===== src/rtl/sram_ctrl_pkg.sv =====
package sram_ctrl_pkg;

    typedef enum logic [2:0] {
        ST_IDLE,
        ST_W_GAP,
        ST_W_PULSE,
        ST_W_HOLD,
        ST_R_ACC
    } seq_state_e;

    // Strobe bundle as seen on the RAM pins (levels, not functions).
    typedef struct packed {
        logic ce_n;
        logic oe_n;
        logic we_n;
        logic drv;
    } pin_ctl_t;

    localparam pin_ctl_t PIN_CTL_IDLE = '{ce_n: 1'b1, oe_n: 1'b1, we_n: 1'b1, drv: 1'b0};

    function automatic int imax(input int a, input int b);
        return (a > b) ? a : b;
    endfunction

    // Whole clock cycles that cover a nanosecond minimum, at least one.
    function automatic int ns_to_cyc(input int t_ns, input int clk_ns);
        int c;
        c = (t_ns + clk_ns - 1) / clk_ns;
        return imax(1, c);
    endfunction

endpackage


===== src/rtl/sram_ctrl_timer.sv =====
module sram_ctrl_timer #(
    parameter int CNT_W = 4
) (
    input  logic             clk,
    input  logic             rst,
    input  logic             load,
    input  logic [CNT_W-1:0] load_val,
    output logic             last
);
    logic [CNT_W-1:0] cnt;

    always_ff @(posedge clk) begin
        if (rst) begin
            cnt <= '0;
        end else if (load) begin
            cnt <= load_val;
        end else if (cnt != '0) begin
            cnt <= cnt - 1'b1;
        end
    end

    // A phase loaded with N ends on the N-th edge after the load.
    assign last = (cnt == CNT_W'(1));
endmodule


===== src/rtl/sram_ctrl_turn.sv =====
module sram_ctrl_turn #(
    parameter int TURN = 2
) (
    input  logic clk,
    input  logic rst,
    input  logic oe_n,
    output logic turn_ok
);
    localparam int AGE_W = $clog2(TURN + 1);

    logic [AGE_W-1:0] age;

    // Edges elapsed since output-enable last rose, saturating at TURN.
    always_ff @(posedge clk) begin
        if (rst) begin
            age <= AGE_W'(TURN);
        end else if (!oe_n) begin
            age <= '0;
        end else if (age < AGE_W'(TURN)) begin
            age <= age + 1'b1;
        end
    end

    // The driver turns on at the next edge, which makes the count TURN.
    assign turn_ok = (age >= AGE_W'(TURN - 1));
endmodule


===== src/rtl/sram_ctrl_seq.sv =====
module sram_ctrl_seq
    import sram_ctrl_pkg::*;
#(
    parameter int PULSE = 4,
    parameter int HOLD  = 1,
    parameter int ACC   = 7,
    parameter int CNT_W = 4
) (
    input  logic             clk,
    input  logic             rst,
    input  logic             req_valid,
    input  logic             req_we,
    input  logic             turn_ok,
    input  logic             t_last,
    output logic             ready,
    output pin_ctl_t         ctl,
    output logic             t_load,
    output logic [CNT_W-1:0] t_val,
    output logic             accept,
    output logic             capture
);
    seq_state_e st, st_d;
    pin_ctl_t   ctl_d;
    logic       ready_d;

    assign accept = (st == ST_IDLE) && ready && req_valid;

    always_comb begin
        st_d    = st;
        ctl_d   = ctl;
        ready_d = ready;
        t_load  = 1'b0;
        t_val   = '0;
        capture = 1'b0;
        case (st)
            ST_IDLE: begin
                if (accept) begin
                    ready_d    = 1'b0;
                    ctl_d.ce_n = 1'b0;
                    if (req_we) begin
                        st_d = ST_W_GAP;
                    end else begin
                        st_d       = ST_R_ACC;
                        ctl_d.oe_n = 1'b0;
                        t_load     = 1'b1;
                        t_val      = CNT_W'(ACC);
                    end
                end
            end
            ST_W_GAP: begin
                if (turn_ok) begin
                    st_d       = ST_W_PULSE;
                    ctl_d.we_n = 1'b0;
                    ctl_d.drv  = 1'b1;
                    t_load     = 1'b1;
                    t_val      = CNT_W'(PULSE);
                end
            end
            ST_W_PULSE: begin
                if (t_last) begin
                    st_d       = ST_W_HOLD;
                    ctl_d.we_n = 1'b1;
                    t_load     = 1'b1;
                    t_val      = CNT_W'(HOLD);
                end
            end
            ST_W_HOLD: begin
                if (t_last) begin
                    st_d    = ST_IDLE;
                    ctl_d   = PIN_CTL_IDLE;
                    ready_d = 1'b1;
                end
            end
            ST_R_ACC: begin
                if (t_last) begin
                    st_d    = ST_IDLE;
                    ctl_d   = PIN_CTL_IDLE;
                    ready_d = 1'b1;
                    capture = 1'b1;
                end
            end
            default: begin
                st_d    = ST_IDLE;
                ctl_d   = PIN_CTL_IDLE;
                ready_d = 1'b1;
            end
        endcase
    end

    always_ff @(posedge clk) begin
        if (rst) begin
            st    <= ST_IDLE;
            ctl   <= PIN_CTL_IDLE;
            ready <= 1'b1;
        end else begin
            st    <= st_d;
            ctl   <= ctl_d;
            ready <= ready_d;
        end
    end
endmodule


===== src/rtl/sram_ctrl_dpath.sv =====
module sram_ctrl_dpath #(
    parameter int ADDR_W = 19,
    parameter int DATA_W = 8
) (
    input  logic              clk,
    input  logic              rst,
    input  logic              accept,
    input  logic              req_we,
    input  logic [ADDR_W-1:0] req_addr,
    input  logic [DATA_W-1:0] req_wdata,
    input  logic              capture,
    input  logic [DATA_W-1:0] sram_dq_in,
    output logic [ADDR_W-1:0] sram_addr,
    output logic [DATA_W-1:0] sram_dq_out,
    output logic              rsp_valid,
    output logic [DATA_W-1:0] rsp_rdata
);
    always_ff @(posedge clk) begin
        if (rst) begin
            sram_addr   <= '0;
            sram_dq_out <= '0;
        end else if (accept) begin
            sram_addr <= req_addr;
            if (req_we) begin
                sram_dq_out <= req_wdata;
            end
        end
    end

    always_ff @(posedge clk) begin
        if (rst) begin
            rsp_valid <= 1'b0;
            rsp_rdata <= '0;
        end else begin
            rsp_valid <= capture;
            if (capture) begin
                rsp_rdata <= sram_dq_in;
            end
        end
    end
endmodule


===== src/rtl/sram_ctrl.sv =====
module sram_ctrl
    import sram_ctrl_pkg::*;
#(
    parameter int ADDR_W    = 19,
    parameter int DATA_W    = 8,
    parameter int CLK_NS    = 10,
    parameter int T_WC_NS   = 55,
    parameter int T_AW_NS   = 45,
    parameter int T_PWE_NS  = 40,
    parameter int T_SD_NS   = 25,
    parameter int T_RC_NS   = 55,
    parameter int T_AA_NS   = 55,
    parameter int T_ACE_NS  = 55,
    parameter int T_DOE_NS  = 25,
    parameter int T_HZOE_NS = 20
) (
    input  logic              clk,
    input  logic              rst,
    input  logic              req_valid,
    output logic              req_ready,
    input  logic              req_we,
    input  logic [ADDR_W-1:0] req_addr,
    input  logic [DATA_W-1:0] req_wdata,
    output logic              rsp_valid,
    output logic [DATA_W-1:0] rsp_rdata,
    output logic [ADDR_W-1:0] sram_addr,
    output logic              sram_ce_n,
    output logic              sram_oe_n,
    output logic              sram_we_n,
    output logic [DATA_W-1:0] sram_dq_out,
    output logic              sram_dq_oe,
    input  logic [DATA_W-1:0] sram_dq_in
);
    localparam int CYC_WC   = ns_to_cyc(T_WC_NS, CLK_NS);
    localparam int CYC_AW   = ns_to_cyc(T_AW_NS, CLK_NS);
    localparam int CYC_PWE  = ns_to_cyc(T_PWE_NS, CLK_NS);
    localparam int CYC_SD   = ns_to_cyc(T_SD_NS, CLK_NS);
    localparam int CYC_RC   = ns_to_cyc(T_RC_NS, CLK_NS);
    localparam int CYC_AA   = ns_to_cyc(T_AA_NS, CLK_NS);
    localparam int CYC_ACE  = ns_to_cyc(T_ACE_NS, CLK_NS);
    localparam int CYC_DOE  = ns_to_cyc(T_DOE_NS, CLK_NS);
    localparam int TURN_CYC = ns_to_cyc(T_HZOE_NS, CLK_NS);

    // Address is already valid one cycle before the pulse starts.
    localparam int PULSE_CYC = imax(imax(CYC_PWE, CYC_SD), CYC_AW - 1);
    localparam int HOLD_CYC  = imax(1, CYC_WC - 1 - PULSE_CYC);
    // One extra cycle of margin before sampling the bus.
    localparam int ACC_CYC   = imax(imax(CYC_RC, CYC_AA + 1), imax(CYC_ACE + 1, CYC_DOE + 1));
    localparam int CNT_W     = $clog2(imax(imax(PULSE_CYC, HOLD_CYC), ACC_CYC) + 1);

    pin_ctl_t         ctl;
    logic             turn_ok;
    logic             t_last;
    logic             t_load;
    logic [CNT_W-1:0] t_val;
    logic             accept;
    logic             capture;

    sram_ctrl_seq #(
        .PULSE (PULSE_CYC),
        .HOLD  (HOLD_CYC),
        .ACC   (ACC_CYC),
        .CNT_W (CNT_W)
    ) u_seq (
        .clk       (clk),
        .rst       (rst),
        .req_valid (req_valid),
        .req_we    (req_we),
        .turn_ok   (turn_ok),
        .t_last    (t_last),
        .ready     (req_ready),
        .ctl       (ctl),
        .t_load    (t_load),
        .t_val     (t_val),
        .accept    (accept),
        .capture   (capture)
    );

    sram_ctrl_timer #(
        .CNT_W (CNT_W)
    ) u_timer (
        .clk      (clk),
        .rst      (rst),
        .load     (t_load),
        .load_val (t_val),
        .last     (t_last)
    );

    sram_ctrl_turn #(
        .TURN (TURN_CYC)
    ) u_turn (
        .clk     (clk),
        .rst     (rst),
        .oe_n    (ctl.oe_n),
        .turn_ok (turn_ok)
    );

    sram_ctrl_dpath #(
        .ADDR_W (ADDR_W),
        .DATA_W (DATA_W)
    ) u_dpath (
        .clk         (clk),
        .rst         (rst),
        .accept      (accept),
        .req_we      (req_we),
        .req_addr    (req_addr),
        .req_wdata   (req_wdata),
        .capture     (capture),
        .sram_dq_in  (sram_dq_in),
        .sram_addr   (sram_addr),
        .sram_dq_out (sram_dq_out),
        .rsp_valid   (rsp_valid),
        .rsp_rdata   (rsp_rdata)
    );

    assign sram_ce_n  = ctl.ce_n;
    assign sram_oe_n  = ctl.oe_n;
    assign sram_we_n  = ctl.we_n;
    assign sram_dq_oe = ctl.drv;
endmodule


===== config.mk =====
export PLATFORM = sky130hd
export DESIGN_NAME = sram_ctrl
export DESIGN_NICKNAME = d
export VERILOG_FILES = /design/src/rtl/sram_ctrl_pkg.sv /design/src/rtl/sram_ctrl_timer.sv /design/src/rtl/sram_ctrl_turn.sv /design/src/rtl/sram_ctrl_seq.sv /design/src/rtl/sram_ctrl_dpath.sv /design/src/rtl/sram_ctrl.sv
export SDC_FILE = /design/constraint.sdc
export NUM_CORES = 1
export LEC_CHECK = 0
export BUFFER_PORTS_ARGS = -buffer_cell sky130_fd_sc_hd__buf_2
export CAP_MARGIN = 20
export CORE_AREA = 5 5 93 95
export CTS_CLUSTER_SIZE = 8
export DETAILED_ROUTE_END_ITERATION = 8
export DIE_AREA = 0 0 98 100
export PLACE_DENSITY = 0.55
export SETUP_SLACK_MARGIN = 0.3
export SYNTH_ARGS = -nofsm -noshare
export SYNTH_HDL_FRONTEND = slang
export SYNTH_SLANG_ARGS = --single-unit

===== constraint.sdc =====
create_clock -name clk -period 2 [get_ports clk]
set_input_delay 0.6 -clock clk [delete_from_list [all_inputs] [get_ports clk]]
set_output_delay 0.6 -clock clk [all_outputs]
set_load 0.05 [all_outputs]

==> impl_metrics.json <==
{
  "worstHoldPathType": "reg -> reg",
  "ys_top_cells_by_area": "dfxtp_1 51%, mux2i_1 8.5%, nand2_1 8.2%",
  "die_width_um": 98,
  "critPathSlowestCell": "dfxtp_1",
  "transition_time_of_the_tightest_slew_check_pin_ps": 463.4,
  "post-route-min-period_ps": 1577,
  "r2r_cells": 6,
  "netlist_instances": 211,
  "start_kind": "flop",
  "floorplan.die_area_um2": 9800,
  "initial_core_util": 0.2453,
  "drt-initial-drc-count": 56,
  "critical_path_class": "reg -> out",
  "worstPathMaxFanout": 4,
  "number_of_buffers_added_to_fix_hold_violations_after_cts": 0,
  "drt-vias-per-instance": 4.272,
  "place_hpwl_um": 3323,
  "crit_path_end_kind": "output port",
  "biggest_area_consumer_among_synthesized_cells": "dfxtp_1",
  "worst_hold_startpoint": "u_dpath.sram_addr[2]",
  "worst_hold_slack_ps": 456.3,
  "postCtsSetupRepairBufs": 0,
  "io-pin-count": 80,
  "layout.cell_area.non_filler_um2": 2465,
  "syn_nets": 253,
  "reg2reg_setup_slack_ps": 430,
  "top_family_by_delay_on_critical_path": "flip-flops",
  "post-route-period-util": 0.7885,
  "route.final.wire_length_um": 4614,
  "maximum_number_of_pins_on_one_net_before_global_route_repair": 27,
  "ctsRootBufferMaster": "clkbuf_8",
  "postRouteAntennaNets": 0,
  "max_clock_freq_mhz": 634.1,
  "syn_avg_cell_area_um2": 8.889,
  "setup-violations-final": 0,
  "area.growth.synth_to_final_pct": 31.42,
  "final-max-slew-violation-count": 0,
  "p_per_area_nw_per_um2": 1132,
  "grt_first_pass_wirelength_um": 7610,
  "num_antenna_cells": 0,
  "worst-endpoint-required_ps": 1400,
  "busiest_layer": "met2",
  "dr.pass1.iters": 4,
  "worst_slew_margin_rel": 0.6910,
  "groute.layer.met3.usage": 0.03475,
  "final_net_count": 329,
  "numClockSinks": 48,
  "antenna_violations_before_repair": 0,
  "synth_top_flop_cell": "dfxtp_1",
  "place_area_um2": 2366,
  "asyncSetResetFlopFracSynth": 0,
  "post_layout_nonfiller_instances": 390,
  "ys_seq_elements": 48,
  "cts_tree": "yes",
  "core-area_um2": 7647,
  "route.detailed.drc": 0,
  "post_synth_top_area_share": 0.5123,
  "synthMostInstantiatedCell": "dfxtp_1",
  "clkTransAtPathRegs_ps": 100,
  "synth_commonest_cells": "48 x dfxtp_1, 41 x nand2_1, 28 x a21oi_1",
  "hold_path_end": "u_dpath.sram_addr[2]",
  "utilization": 0.3223,
  "fp-row-count": 32,
  "ctsHtreeMaxLevel": 2,
  "max_rail_drop_vdd_mv": 0.2893,
  "place_congestion": 0.7359,
  "clock_insertion_delay_worst_skew_ps": 300,
  "power.leakage_nw": 1.148,
  "reg2reg_to": "u_seq.st[0]",
  "critical_path.reg2reg.startpoint": "u_timer.cnt[1]",
  "globalRouteTotalUtil": 0.09451,
  "netlist-cell-type-count": 33,
  "synth-edff-count": 0,
  "grt_util_met1": 0.1148,
  "via_count_of_the_first_global_routing_pass": 1611,
  "critPathLaunch": "u_seq.ctl[2]",
  "drive_gt1_frac": 0.3438,
  "dp.cells": 382,
  "detail_route.wl_per_cell_um": 11.83,
  "via_count": 1666,
  "ys_seq_area_frac": 0.5123,
  "rsz0062_at_grt": "yes",
  "result_of_the_run": "finished clean",
  "holdPathStages": 2,
  "max_cap_violations": 0,
  "skew_ps": 5.830,
  "critical_path.cell_chain": "buf_2",
  "cts_inserted_buffers": 5,
  "setup-tns-final_ps": 0,
  "cp.arrival_ps": 980,
  "cpPeakStageDelay_ps": 390,
  "worstPathBufferInverterCount": 1,
  "netlist_area_um2": 1876,
  "gr-usage-met2": 0.1545,
  "global_route.overflow_total": 0,
  "portBuffers": 79,
  "clock_path_buffers": 2,
  "chipHeight_um": 100,
  "yosysWarnings": 0,
  "hold_viol": 0
}
==> cells in the final DEF (no fill, tap or decap), types with 2 or more instances in the layout <==
cell,count
a211o_1,3
a211oi_1,2
a21oi_1,28
a31oi_1,3
buf_2,77
buf_4,4
clkbuf_4,2
clkbuf_8,5
dfxtp_1,47
ha_1,3
inv_1,4
mux2i_1,16
nand2_1,41
nand2b_1,4
nand3_1,5
nor2_1,20
o21ai_0,2
==> worst max path at each step <==
stage	end	cells past startpoint	slack [ps]
5_1_grt	u_seq.st[0]	6	290
6_report	sram_oe_n	1	420
3_5_place_dp	u_seq.st[0]	6	390
2_1_floorplan	sram_ce_n	1	430
3_3_place_gp	u_seq.st[0]	6	460
4_1_cts	sram_ce_n	1	330
==> metal layers <==
| layer | share of wire | up-vias |
|---|---|---|
| met5 | 0 | - |
| met1 | 0.46 | 749 |
| met4 | 0.0082 | 0 |
| met3 | 0.070 | 4 |
| met2 | 0.46 | 60 |
| li1 | - | 853 |
==> cells by family after synthesis <==
group           after synthesis  synth area share
fa+ha+maj                     3           0.02002
compound gates               41            0.1261
buf+inv                      19           0.05203
flops                        48            0.5123
simple gates                 82            0.1935
xor+xnor                      1          0.004671
mux                          17           0.09139
==> metrics by stage <==
step	setup WS, ps	total power [mW]
finish	423.0	2.790
global route	285.2	2.994
global placement	464.7	2.191
CTS	327.5	2.825
floorplan	425.1	1.987
detailed placement	392.6	2.205
==> cell type report <==
type,count,area (um^2)
sequential,48,962.2
clock inverter,3,21.27
multi-input combinational,144,819.5
inverter,4,15.01
timing repair buffer,84,450.4
clock buffer,5,68.82
tap,102,127.6
fill,810,5182
==> flip-flops by register name (all words and copies together), names as in the netlist <==
signal and count:
u_seq.st 3, u_dpath.sram_dq_out 8, u_timer.cnt 3, u_turn.age 2
u_dpath.sram_addr 19, u_dpath.rsp_valid 1, u_dpath.rsp_rdata 8, u_seq.ctl 4
==> timing repair <==
item	4_1_cts	5_1_grt
setup endpoints to repair	0	5
hold endpoints to repair	0	0
resized for setup	0	4
==> power by group <==
part           switching, mW  internal, mW  leakage (nW)  total (mW)
clock network          0.354         0.249        0.0445       0.603
logic                  0.666         0.334         0.711        1.00
registers              0.101          1.09         0.392        1.19
(Power assumes the default switching activity.)
